==> src/rtl/irq_src_pkg.sv <==
`timescale 1ns/1ps
// Package irq_src_pkg
// Shared PQ encoding and the pure next-state rules used by every source.
// Assumes: rules are combinational and are chained in a fixed order by the caller.
package irq_src_pkg;

    typedef enum logic [1:0] {
        PQ_IDLE   = 2'b00,
        PQ_OFF    = 2'b01,
        PQ_PEND   = 2'b10,
        PQ_QUEUED = 2'b11
    } pq_e;

    typedef struct packed {
        pq_e  pq;
        logic fire;
    } step_t;

    // Edge/message trigger: notify from idle, coalesce into Q otherwise.
    function automatic step_t f_edge_trig(pq_e cur);
        step_t r;
        r.fire = 1'b0;
        case (cur)
            PQ_IDLE:   begin r.pq = PQ_PEND; r.fire = 1'b1; end
            PQ_PEND:   r.pq = PQ_QUEUED;
            PQ_QUEUED: r.pq = PQ_QUEUED;
            default:   r.pq = PQ_OFF;
        endcase
        return r;
    endfunction

    // End of interrupt: Q set means a retrigger.
    function automatic step_t f_eoi(pq_e cur);
        step_t r;
        r.fire = 1'b0;
        case (cur)
            PQ_QUEUED: begin r.pq = PQ_PEND; r.fire = 1'b1; end
            PQ_PEND:   r.pq = PQ_IDLE;
            PQ_IDLE:   r.pq = PQ_IDLE;
            default:   r.pq = PQ_OFF;
        endcase
        return r;
    endfunction

    // Level trigger: only P matters, fires from idle alone.
    function automatic step_t f_level_trig(pq_e cur);
        step_t r;
        r.fire = 1'b0;
        r.pq   = cur;
        if (cur == PQ_IDLE) begin
            r.pq   = PQ_PEND;
            r.fire = 1'b1;
        end
        return r;
    endfunction

endpackage

==> src/rtl/irq_src_cell.sv <==
`timescale 1ns/1ps
// Module irq_src_cell
// State of one interrupt source: PQ field, asserted flag and static type bit.
// All events that hit the source in one cycle are chained in the order
// line change, trigger, EOI, software write.
// Assumes: rise and fall are never set together; the type bit is written
// at configuration time and is deliberately outside the reset.
module irq_src_cell
    import irq_src_pkg::*;
(
    input  logic       clk,
    input  logic       rst_n,
    input  logic       cfg_hit,
    input  logic       cfg_level,
    input  logic       rise,
    input  logic       fall,
    input  logic       trig_hit,
    input  logic       eoi_hit,
    input  logic       sw_hit,
    input  logic       sw_wr,
    input  logic [1:0] sw_pq,
    output logic [1:0] pq_o,
    output logic       asrt_o,
    output logic       fire_o,
    output logic       err_o
);

    pq_e   pq_q, pq_d;
    logic  asrt_q, asrt_d;
    logic  is_level_q;
    step_t st_line, st_trig, st_eoi, st_relvl;
    pq_e   pq_a, pq_b, pq_c;

    // Type bit: written by configuration only, survives reset.
    always_ff @(posedge clk) begin
        if (cfg_hit) begin
            is_level_q <= cfg_level;
        end
    end

    // Next state: chain of line, trigger, EOI and software write.
    always_comb begin
        asrt_d  = asrt_q;
        fire_o  = 1'b0;
        err_o   = 1'b0;
        st_line = is_level_q ? f_level_trig(pq_q) : f_edge_trig(pq_q);
        pq_a    = pq_q;
        if (rise) begin
            pq_a   = st_line.pq;
            fire_o = st_line.fire;
            if (is_level_q) begin
                asrt_d = 1'b1;
            end
        end
        if (fall && is_level_q) begin
            asrt_d = 1'b0;
        end
        st_trig = f_edge_trig(pq_a);
        pq_b    = pq_a;
        if (trig_hit) begin
            pq_b = st_trig.pq;
            if (st_trig.fire) begin
                fire_o = 1'b1;
            end
            if (is_level_q && st_trig.pq == PQ_QUEUED) begin
                err_o = 1'b1;
            end
        end
        st_eoi   = f_eoi(pq_b);
        st_relvl = f_level_trig(st_eoi.pq);
        pq_c     = pq_b;
        if (eoi_hit) begin
            pq_c = st_eoi.pq;
            if (st_eoi.fire) begin
                fire_o = 1'b1;
            end
            if (is_level_q && asrt_d) begin
                pq_c = st_relvl.pq;
                if (st_relvl.fire) begin
                    fire_o = 1'b1;
                end
            end
        end
        pq_d = pq_c;
        if (sw_hit && sw_wr) begin
            pq_d = pq_e'(sw_pq);
        end
    end

    // State registers with synchronous reset to "off".
    always_ff @(posedge clk) begin
        if (!rst_n) begin
            pq_q   <= PQ_OFF;
            asrt_q <= 1'b0;
        end else begin
            pq_q   <= pq_d;
            asrt_q <= asrt_d;
        end
    end

    assign pq_o   = pq_q;
    assign asrt_o = asrt_q;

    AST_RST_OFF: assert property (@(posedge clk) !rst_n |=> (pq_q == PQ_OFF && !asrt_q));
    AST_LVL_RISE_SETS: assert property (@(posedge clk) disable iff (!rst_n) (is_level_q && rise) |=> asrt_q);
    AST_LVL_FALL_CLEARS: assert property (@(posedge clk) disable iff (!rst_n) (is_level_q && fall) |=> !asrt_q);
    AST_SW_LOADS: assert property (@(posedge clk) disable iff (!rst_n) (sw_hit && sw_wr) |=> (pq_q == pq_e'($past(sw_pq))));

endmodule

==> src/rtl/irq_notify_arb.sv <==
`timescale 1ns/1ps
// Module irq_notify_arb
// Collects per-source notification requests and presents them one at a
// time on a ready/valid port, lowest index first.
// Assumes: a new request for a source already waiting merges with it.
module irq_notify_arb #(
    parameter int NUM_SRC = 8,
    parameter int IDX_W   = 3
) (
    input  logic               clk,
    input  logic               rst_n,
    input  logic [NUM_SRC-1:0] set_vec,
    input  logic               ready,
    output logic               valid,
    output logic [IDX_W-1:0]   idx
);

    logic [NUM_SRC-1:0] pend_q, clr;
    logic               out_v_q, has, load;
    logic [IDX_W-1:0]   out_idx_q, pidx;

    // Lowest-index pick among the waiting requests.
    always_comb begin
        has  = 1'b0;
        pidx = '0;
        for (int i = NUM_SRC - 1; i >= 0; i--) begin
            if (pend_q[i]) begin
                has  = 1'b1;
                pidx = IDX_W'(i);
            end
        end
        load = has && (!out_v_q || ready);
        clr  = '0;
        if (load) begin
            clr[pidx] = 1'b1;
        end
    end

    // Request bits and the output slot.
    always_ff @(posedge clk) begin
        if (!rst_n) begin
            pend_q    <= '0;
            out_v_q   <= 1'b0;
            out_idx_q <= '0;
        end else begin
            pend_q <= (pend_q & ~clr) | set_vec;
            if (!out_v_q || ready) begin
                out_v_q   <= has;
                out_idx_q <= pidx;
            end
        end
    end

    assign valid = out_v_q;
    assign idx   = out_idx_q;

    AST_NOTIFY_HOLD: assert property (@(posedge clk) disable iff (!rst_n) (valid && !ready) |=> (valid && $stable(idx)));

endmodule

==> src/rtl/irq_src_array.sv <==
`timescale 1ns/1ps
// Module irq_src_array
// Top of the source state array: finds line edges, steers the indexed
// requests to one cell each, and gathers notifications, errors and
// software read data.
// Assumes: at most one trigger, one EOI and one software access per cycle.
module irq_src_array
    import irq_src_pkg::*;
#(
    parameter int NUM_SRC = 8,
    parameter int IDX_W   = (NUM_SRC > 1) ? $clog2(NUM_SRC) : 1
) (
    input  logic               clk,
    input  logic               rst_n,
    input  logic               cfg_we,
    input  logic [IDX_W-1:0]   cfg_idx,
    input  logic               cfg_level,
    input  logic [NUM_SRC-1:0] line_i,
    input  logic               trig_valid,
    input  logic [IDX_W-1:0]   trig_idx,
    input  logic               eoi_valid,
    input  logic [IDX_W-1:0]   eoi_idx,
    input  logic               sw_valid,
    input  logic               sw_wr,
    input  logic [IDX_W-1:0]   sw_idx,
    input  logic [1:0]         sw_pq,
    output logic               sw_rvalid,
    output logic [2:0]         sw_rdata,
    output logic               notify_valid,
    output logic [IDX_W-1:0]   notify_idx,
    input  logic               notify_ready,
    output logic               err_valid,
    output logic [IDX_W-1:0]   err_idx
);

    logic [NUM_SRC-1:0] line_q, rise_v, fall_v, fire_v, err_v, asrt_v;
    logic [1:0]         pq_v [NUM_SRC];
    logic               err_any;
    logic [IDX_W-1:0]   err_pick;

    // Previous line values for edge detection.
    always_ff @(posedge clk) begin
        if (!rst_n) begin
            line_q <= '0;
        end else begin
            line_q <= line_i;
        end
    end

    assign rise_v = line_i & ~line_q;
    assign fall_v = ~line_i & line_q;

    for (genvar g = 0; g < NUM_SRC; g++) begin : g_src
        irq_src_cell u_cell (
            .clk       (clk),
            .rst_n     (rst_n),
            .cfg_hit   (cfg_we && cfg_idx == IDX_W'(g)),
            .cfg_level (cfg_level),
            .rise      (rise_v[g]),
            .fall      (fall_v[g]),
            .trig_hit  (trig_valid && trig_idx == IDX_W'(g)),
            .eoi_hit   (eoi_valid && eoi_idx == IDX_W'(g)),
            .sw_hit    (sw_valid && sw_idx == IDX_W'(g)),
            .sw_wr     (sw_wr),
            .sw_pq     (sw_pq),
            .pq_o      (pq_v[g]),
            .asrt_o    (asrt_v[g]),
            .fire_o    (fire_v[g]),
            .err_o     (err_v[g])
        );
    end

    irq_notify_arb #(
        .NUM_SRC (NUM_SRC),
        .IDX_W   (IDX_W)
    ) u_arb (
        .clk     (clk),
        .rst_n   (rst_n),
        .set_vec (fire_v),
        .ready   (notify_ready),
        .valid   (notify_valid),
        .idx     (notify_idx)
    );

    // Encode the source that raised the error this cycle.
    always_comb begin
        err_any  = |err_v;
        err_pick = '0;
        for (int i = NUM_SRC - 1; i >= 0; i--) begin
            if (err_v[i]) begin
                err_pick = IDX_W'(i);
            end
        end
    end

    // Registered error pulse and software read-back.
    always_ff @(posedge clk) begin
        if (!rst_n) begin
            err_valid <= 1'b0;
            err_idx   <= '0;
            sw_rvalid <= 1'b0;
            sw_rdata  <= 3'b000;
        end else begin
            err_valid <= err_any;
            err_idx   <= err_pick;
            sw_rvalid <= sw_valid;
            if (sw_valid) begin
                sw_rdata <= {asrt_v[sw_idx], pq_v[sw_idx]};
            end
        end
    end

    AST_ERR_CAUSE: assert property (@(posedge clk) disable iff (!rst_n) err_valid |-> $past(trig_valid));
    AST_ONE_ERR: assert property (@(posedge clk) disable iff (!rst_n) $countones(err_v) <= 1);

endmodule

==> config.mk <==
export PLATFORM = sky130hd
export DESIGN_NAME = irq_src_array
export DESIGN_NICKNAME = d
export VERILOG_FILES = /design/src/rtl/irq_src_pkg.sv /design/src/rtl/irq_src_cell.sv /design/src/rtl/irq_notify_arb.sv /design/src/rtl/irq_src_array.sv
export SDC_FILE = /design/constraint.sdc
export NUM_CORES = 1
export LEC_CHECK = 0
export ABC_AREA = 1
export BUFFER_PORTS_ARGS = -buffer_cell sky130_fd_sc_hd__buf_2
export CAP_MARGIN = 20
export CORE_MARGIN = 2
export CORE_UTILIZATION = 40
export CTS_CLUSTER_SIZE = 30
export DETAILED_ROUTE_END_ITERATION = 16
export MAX_ROUTING_LAYER = met4
export PLACE_DENSITY_LB_ADDON = 0.15
export SLEW_MARGIN = 20
export SYNTH_ARGS = -nofsm -noshare
export SYNTH_HDL_FRONTEND = slang
export SYNTH_SLANG_ARGS = --single-unit
export TNS_END_PERCENT = 1
==> constraint.sdc <==
create_clock -name clk -period 1.3 [get_ports clk]
set_input_delay 0.26 -clock clk [delete_from_list [all_inputs] [get_ports clk]]
set_output_delay 0.26 -clock clk [all_outputs]
set_load 0.05 [all_outputs]
---- Yosys cells after proc, flatten, opt, wreduce, memory -nomap -nowiden ----
Index checks and enable logic that the tools add are counted.
cells by class
  $lt $le $gt $ge ......................... 4
  eq/ne operators ......................... 84
  mux-type cells .......................... 239
  bitwise operators ....................... 9
  reductions and logical operators ........ 132
operator list
  operator                                                     number
  two-way mux 1 bit                                            131
  == test 2 bit (second input constant)                        56
  two-way mux 3 bit                                            36
  case mux 2 bit (2 select lines)                              24
  two-way mux 2 bit                                            44
  logical AND 1 bit                                            66
  logical NOT 2 bit                                            32
  OR reduction 2 bit                                           25
  == test 3 bit (second input constant)                        16
  bitwise AND 8 bit                                            3
  == test 3 x 2 -> 1 bit (second input constant)               8
  NOT 8 bit                                                    3
  == test 3 x 1 -> 1 bit (second input constant)               4
  logical NOT 3 bit                                            4
  less-than comparator 3 x 4 -> 1 bit (second input constant)  2
  two-way mux 8 bit                                            1
  bitwise OR 8 bit                                             1
  OR reduction 8 bit                                           1
  binary-select mux 2 bit (select 3 bit)                       1
  OR reduction 5 bit                                           1
  greater-or-equal comparator 4 bit (second input constant)    1
  NOT 3 -> 4 bit                                               1
  binary-select mux 1 bit (select 3 bit)                       1
  demux 1 bit (select 3 bit)                                   1
  other kinds (5)                                              5
storage, ports and cells
  flip-flop bits (word level) ............. 60
  bits of input ports ..................... 31
  output and inout bits ................... 12
  word-level logic and storage cells ...... 502

---- Longest topological paths before layout ----
  depth after elaboration ................. 19
  mapped depth ............................ 12

---- Cells and area by module ----
A second synthesis with hierarchy kept.
second synthesis, totals
  cell total of the unflattened synthesis .. 640
  area, all modules ....................... 3,875.0 um^2
modules (own cells, without submodules)
  module          instances  cells each  area an instance (um^2)
  irq_src_cell    8          42          274.0
  irq_src_array   1          230         1,161.1
  irq_notify_arb  1          74          521.8

---- Worst setup path before layout ----
Ideal clock, no wire load.
  path kind ............................... reg2reg
  start ................................... reg u_arb.out_v_q, in the netlist u_arb.valid
  end ..................................... reg u_arb.pend_q[3]
  setup time .............................. 0.132 ns
  arrival ................................. 1.243 ns
  setup slack ............................. -0.076 ns
  stages on the path, launching flop included .. 7
  buffers on the path ..................... 1
  clock period less this slack ............ 1.376 ns
  path through ............................ dfxtp_1 -> nand2_1 -> buf_2 -> nand3_1 -> o21ai_0 -> a21boi_0 -> a21oi_1
on the way
  longest elaborated chain between the ends .. 7
ends and longest elaborated chain
  what                    RTL line              RTL
  start, declared         irq_notify_arb.sv:19  logic out_v_q, has, load;
  start signal, assigned  irq_notify_arb.sv:48  out_v_q <= has;
  logical NOT 1 bit       irq_notify_arb.sv:32  load = has && (!out_v_q || ready);
  logical OR 1 bit        irq_notify_arb.sv:32
  logical AND 1 bit       irq_notify_arb.sv:32
  two-way mux 8 bit       irq_notify_arb.sv:34  if (load) begin
  NOT 8 bit               irq_notify_arb.sv:46  pend_q <= (pend_q & ~clr) | set_vec;
  bitwise AND 8 bit       irq_notify_arb.sv:46
  bitwise OR 8 bit        irq_notify_arb.sv:46
  end signal, assigned    irq_notify_arb.sv:46
  end, declared           irq_notify_arb.sv:18  logic [NUM_SRC-1:0] pend_q, clr;
Every way passes these cells.
A chain may end at the register's enable or synchronous reset.

---- Worst setup path in the final report ----
  start ................................... reg g_src[5].u_cell.is_level_q
  end ..................................... reg u_arb.pend_q[5]
on the way
  longest elaborated chain between the ends .. 15
  elaborated cells on any way between the ends .. 30
ends and longest elaborated chain
  what                                                       RTL line              RTL
  start, declared                                            irq_src_cell.sv:30    logic is_level_q;
  start signal, assigned                                     irq_src_cell.sv:37    is_level_q <= cfg_level;
  two-way mux 3 bit                                          irq_src_cell.sv:46    st_line = is_level_q ? f_level_trig(pq_q) : f_edge_trig(pq_q);
  two-way mux 2 bit                                          irq_src_cell.sv:48    if (rise) begin
  == test 2 bit                                              irq_src_pkg.sv:23     case (cur)
  OR reduction 2 bit (no line)                               n/a
  case mux 2 bit (2 select lines)                            irq_src_pkg.sv:23
  two-way mux 2 bit                                          irq_src_cell.sv:60    if (trig_hit) begin
  == test 2 bit / logical NOT 2 bit (equally long branches)  irq_src_pkg.sv:36     case (cur)
  OR reduction 2 bit (no line)                               n/a
  case mux 2 bit (2 select lines)                            irq_src_pkg.sv:36
  logical NOT 2 bit                                          irq_src_pkg.sv:50     if (cur == PQ_IDLE) begin
  two-way mux 3 bit                                          irq_src_pkg.sv:50
  two-way mux 1 bit                                          irq_src_cell.sv:79    if (st_relvl.fire) begin
  two-way mux 1 bit                                          irq_src_cell.sv:77    if (is_level_q && asrt_d) begin
  two-way mux 1 bit (*)                                      irq_src_cell.sv:72    if (eoi_hit) begin
  bitwise OR 8 bit (*)                                       irq_notify_arb.sv:46
Mark *: on every way between the ends. The rest lies on a longest branch, timed or not.

==> reports/summary.md <==
The share of the clock period used by the worst path after layout works out to 1.03. The logs give -0.0393 ns for the setup slack after layout and 0.416 for the effective utilization at floorplan. The max-slew headroom at the worst pin is 0.784. After clock tree synthesis, the flow added hold-fix buffers numbering 0.

The width of the die works out to 96.9 µm. Walking the worst path, the cells encountered are buf_4 > nand2_1 > nand4_1 > or2_1 > nand2_1 > nor2_1 > nor2_1. The clock arrives with 0.0135 ns of skew.

The clock tree root buffer cell is clkbuf_8. The tools report the residual overflow from global routing as 0. In the post-synthesis netlist, the cell with the most instances is nand2_1.

The final layout contains routed wiring with a total length of 10.4 mm. The max-capacitance violation count was 0. Buffers inserted during clock tree synthesis total 9.

The total area inside the core boundary comes to 8300 µm². Maximum buffer depth of the clock tree: 2. The number of sinks handled by clock tree synthesis was 60; the total leakage power was 2.25 nW. The category of the worst setup path launch point was a register. The largest driver fanout on the critical path came out at 3.

The number of H-tree levels is 3, and the chip height is 96.9 µm. The flow ran to the end, but the final reports show violations. The worst hold path was traced through 3 stages.

Worst setup path endpoint: u_arb.pend_q[5]$_SDFF_PN0_. The logs give 0.231 for the overall global routing resource usage and 0.105 ns for the hold slack. The post-synthesis sequential element count was 60. The cell area that synthesis handed to floorplanning was 3450 µm².

The share of layout cells above drive strength 1 came out at 0.258. Grouping stages by cell kind, the critical path spends the most delay in simple AND/OR/NAND/NOR gates. The final reports fail on setup timing. The critical path buffer and inverter count is 1, and the setup violation total in the final timing report is 5. The biggest area contributor in the post-synthesis netlist is dfxtp_1.

The largest stage delay on the critical path came out at 0.41 ns. Yosys attributes the largest share of cell area to dfxtp_1 30%, nand2_1 17%, inv_1 10%. Final number of max-transition violations: 0. Cell type of the slowest stage on the worst timing path: edfxtp_1. The number of enable flip-flop cells after synthesis is 8, and the half-perimeter wire length after placement is 8.02 mm.

The number of DRC markers in iteration 0 was 149. Clock-pin slew was measured on the worst setup and hold paths at 0.08 ns. OpenSTA, run right after detailed placement, puts the worst setup slack at -0.223 ns. Across the VDD grid, the largest voltage drop is 0.000411 V. For the number of antenna-violating nets in the routed design, the log shows 0. Counting tap cells, the placed design contains a total of 751 instances. The path class of the tightest hold or removal check is in2reg. The transition time at the pin with the least slew margin works out to 0.320 ns. The die covers 9390 µm². The run gives 747 MHz as the fmax. The share of synthesized registers carrying an async set or reset was 0; the number of rows created at floorplan was 33. The total power density per cell area came out at 996 nW/µm². For this run, the number of standard cells in the final layout without fillers is 772. Ranked by instance count, the synthesized netlist is headed by 152 x nand2_1, 95 x inv_1, 86 x nor2_1, 52 x dfxtp_1, 46 x o21ai_0. Counting every net in the synthesized netlist gives 592.

The mean routed wirelength per cell works out to 13.4 µm. The tools report the start of the worst register-to-register path as g_src[5].u_cell.is_level_q$_DFFE_PP_. The via-per-instance ratio was 5.00. The mean area per synthesized cell came out at 6.15 µm².

The final standard cell utilization of the core is 0.550. The sort of element at the end of the critical path was a register. The tools report the clock latency on the worst-skew pair as 0.34 ns.

The launching instance or port of the critical path was g_src[5].u_cell.is_level_q$_DFFE_PP_. Compared with the post-synthesis result, the final layout area differs by 32.2%. The run gives 0 as the antenna diode count.

The dominant register cell in the synthesized netlist was dfxtp_1. STA puts the critical path data required time at 1.57 ns. After the last flow step, the layout net total stands at 693. The run gives 29 as the number of unique standard cell types used by synthesis.

Yosys printed 0 warnings. Synthesis handed over a netlist of 561 instances. The logic depth of the worst path, buffers included works out to 7. The worst path arrival time was 1.61 ns; the cell area after layout was 4560 µm². Routability-driven placement finished with a final weighted congestion of 1.03. The run gives 43 as the top-level port count. The number of antenna violations at the first check in global routing came out at 0.

In the routed design, unresolved DRC markers number 0. Setup repair after global routing could not meet its margin everywhere. The setup check on the worst reg-to-reg path leaves a slack of -0.04 ns. The logs give 3657 for the via count of the first global-routing pass and 25 for the largest net degree at the start of global routing. The count of buffers added on input and output ports is 42. The endpoint identified for the worst register-to-register timing path is u_arb.pend_q[5]$_SDFF_PN0_. The post-route minimum period was 1.34 ns. Summing over every cut layer, the via total after detailed routing is 3857.

The worst setup path is of the reg2reg kind. The sequential element share of the synthesized area was 0.371. The share of the synthesized area in the top cell type was 0.302.

The logs give 0 for the count of endpoints failing hold in the final timing report and 5 for the number of detailed-routing iterations run before antenna repair. The instance area after placement came out at 4150 µm². Counting cells, the worst reg-to-reg path comes to 7. TritonCTS built the clock tree. Global-route wire length before repair: 17.0 mm.
==> metrics by stage <==
stage	setup TNS, ns	power, mW
3_3_place_gp	-2.47	2.72
3_5_place_dp	-2.98	2.73
4_1_cts	-0.0364	4.51
5_1_grt	-0.986	4.75
6_report	-0.105	4.54
2_1_floorplan	0	2.45
==> where the power goes <==
group	total (mW)	switching [mW]	internal (mW)
combinational	0.752	0.477	0.274
sequential	2.01	0.0505	1.95
clock	1.79	0.772	1.01
total	4.54	1.30	3.24
==> worst register-to-register path: cells and delay by family (launching register included) <==
kind / cells / cell delay (ns)
buffers and inverters: 1 / 0.16
AND/OR/NAND/NOR: 6 / 0.70
flip-flops: 1 / 0.41
==> layout make-up <==
| cell class | count | area [µm²] |
|---|---|---|
| well taps | 105 | 131 |
| inverters | 96 | 360 |
| multi-input cells | 398 | 1930 |
| flip-flops and latches | 60 | 1290 |
| fillers | 834 | 3740 |
| clock buffers | 14 | 204 |
| clock inverters | 2 | 12.5 |
| repair buffers | 97 | 639 |
==> metal layers <==
layer  track usage  routed length, µm
met1         0.287               4770
met2         0.371               4860
met3        0.0347                439
met4         0.103                295
met5             -                  0
==> logic make-up (layout without fill, tap and decap cells) <==
family | Yosys count | in the layout | synth area share
flops | 60 | 60 | 0.371
buf+inv | 103 | 209 | 0.113
simple gates | 289 | 289 | 0.341
compound gates | 109 | 109 | 0.175
==> what timing repair did <==
action	CTS	global route
setup buffers	2	3
pin swaps	7	14
endpoints found under the setup margin	6	26
gates cloned	0	0
gates resized for setup	13	55
hold endpoints to repair	0	0
==> how the worst min path moves through the flow <==
stage                    from              endpoint  slack (ns)
detailed placement  line_i[1]  line_q[1]$_SDFF_PN0_        0.46
finish              line_i[7]  line_q[7]$_SDFF_PN0_        0.10
global route        line_i[7]  line_q[7]$_SDFF_PN0_        0.13
global placement    line_i[7]  line_q[7]$_SDFF_PN0_        0.45
CTS                 line_i[1]  line_q[1]$_SDFF_PN0_        0.10
floorplan           line_i[0]  line_q[0]$_SDFF_PN0_        0.35
==> cell usage in the layout, fill, tap and decap left out, types with 5 or more instances in the layout <==
cell type / count
nand3_1: 24
o21ai_0: 29
edfxtp_1: 8
a21oi_1: 30
buf_2: 42
o22ai_1: 6
nand2_1: 142
o21ai_2: 8
nor2_1: 74
inv_2: 6
nand4_1: 8
o211ai_1: 5
nor2_2: 20
buf_4: 53
dfxtp_1: 48
inv_1: 90
clkbuf_8: 13
nand2_2: 11
o21ai_1: 13
==> registers in the layout, indices dropped and copies added (netlist names) <==
signal                   cells
g_src.u_cell.is_level_q      8
u_arb.pend_q                 8
u_arb.idx                    3
err_idx                      3
sw_rdata                     3
line_q                       8
err_valid                    1
sw_rvalid                    1
g_src.u_cell.pq_o           16
g_src.u_cell.asrt_o          8
u_arb.valid                  1
No activity file was read; power rests on OpenSTA's default activity.
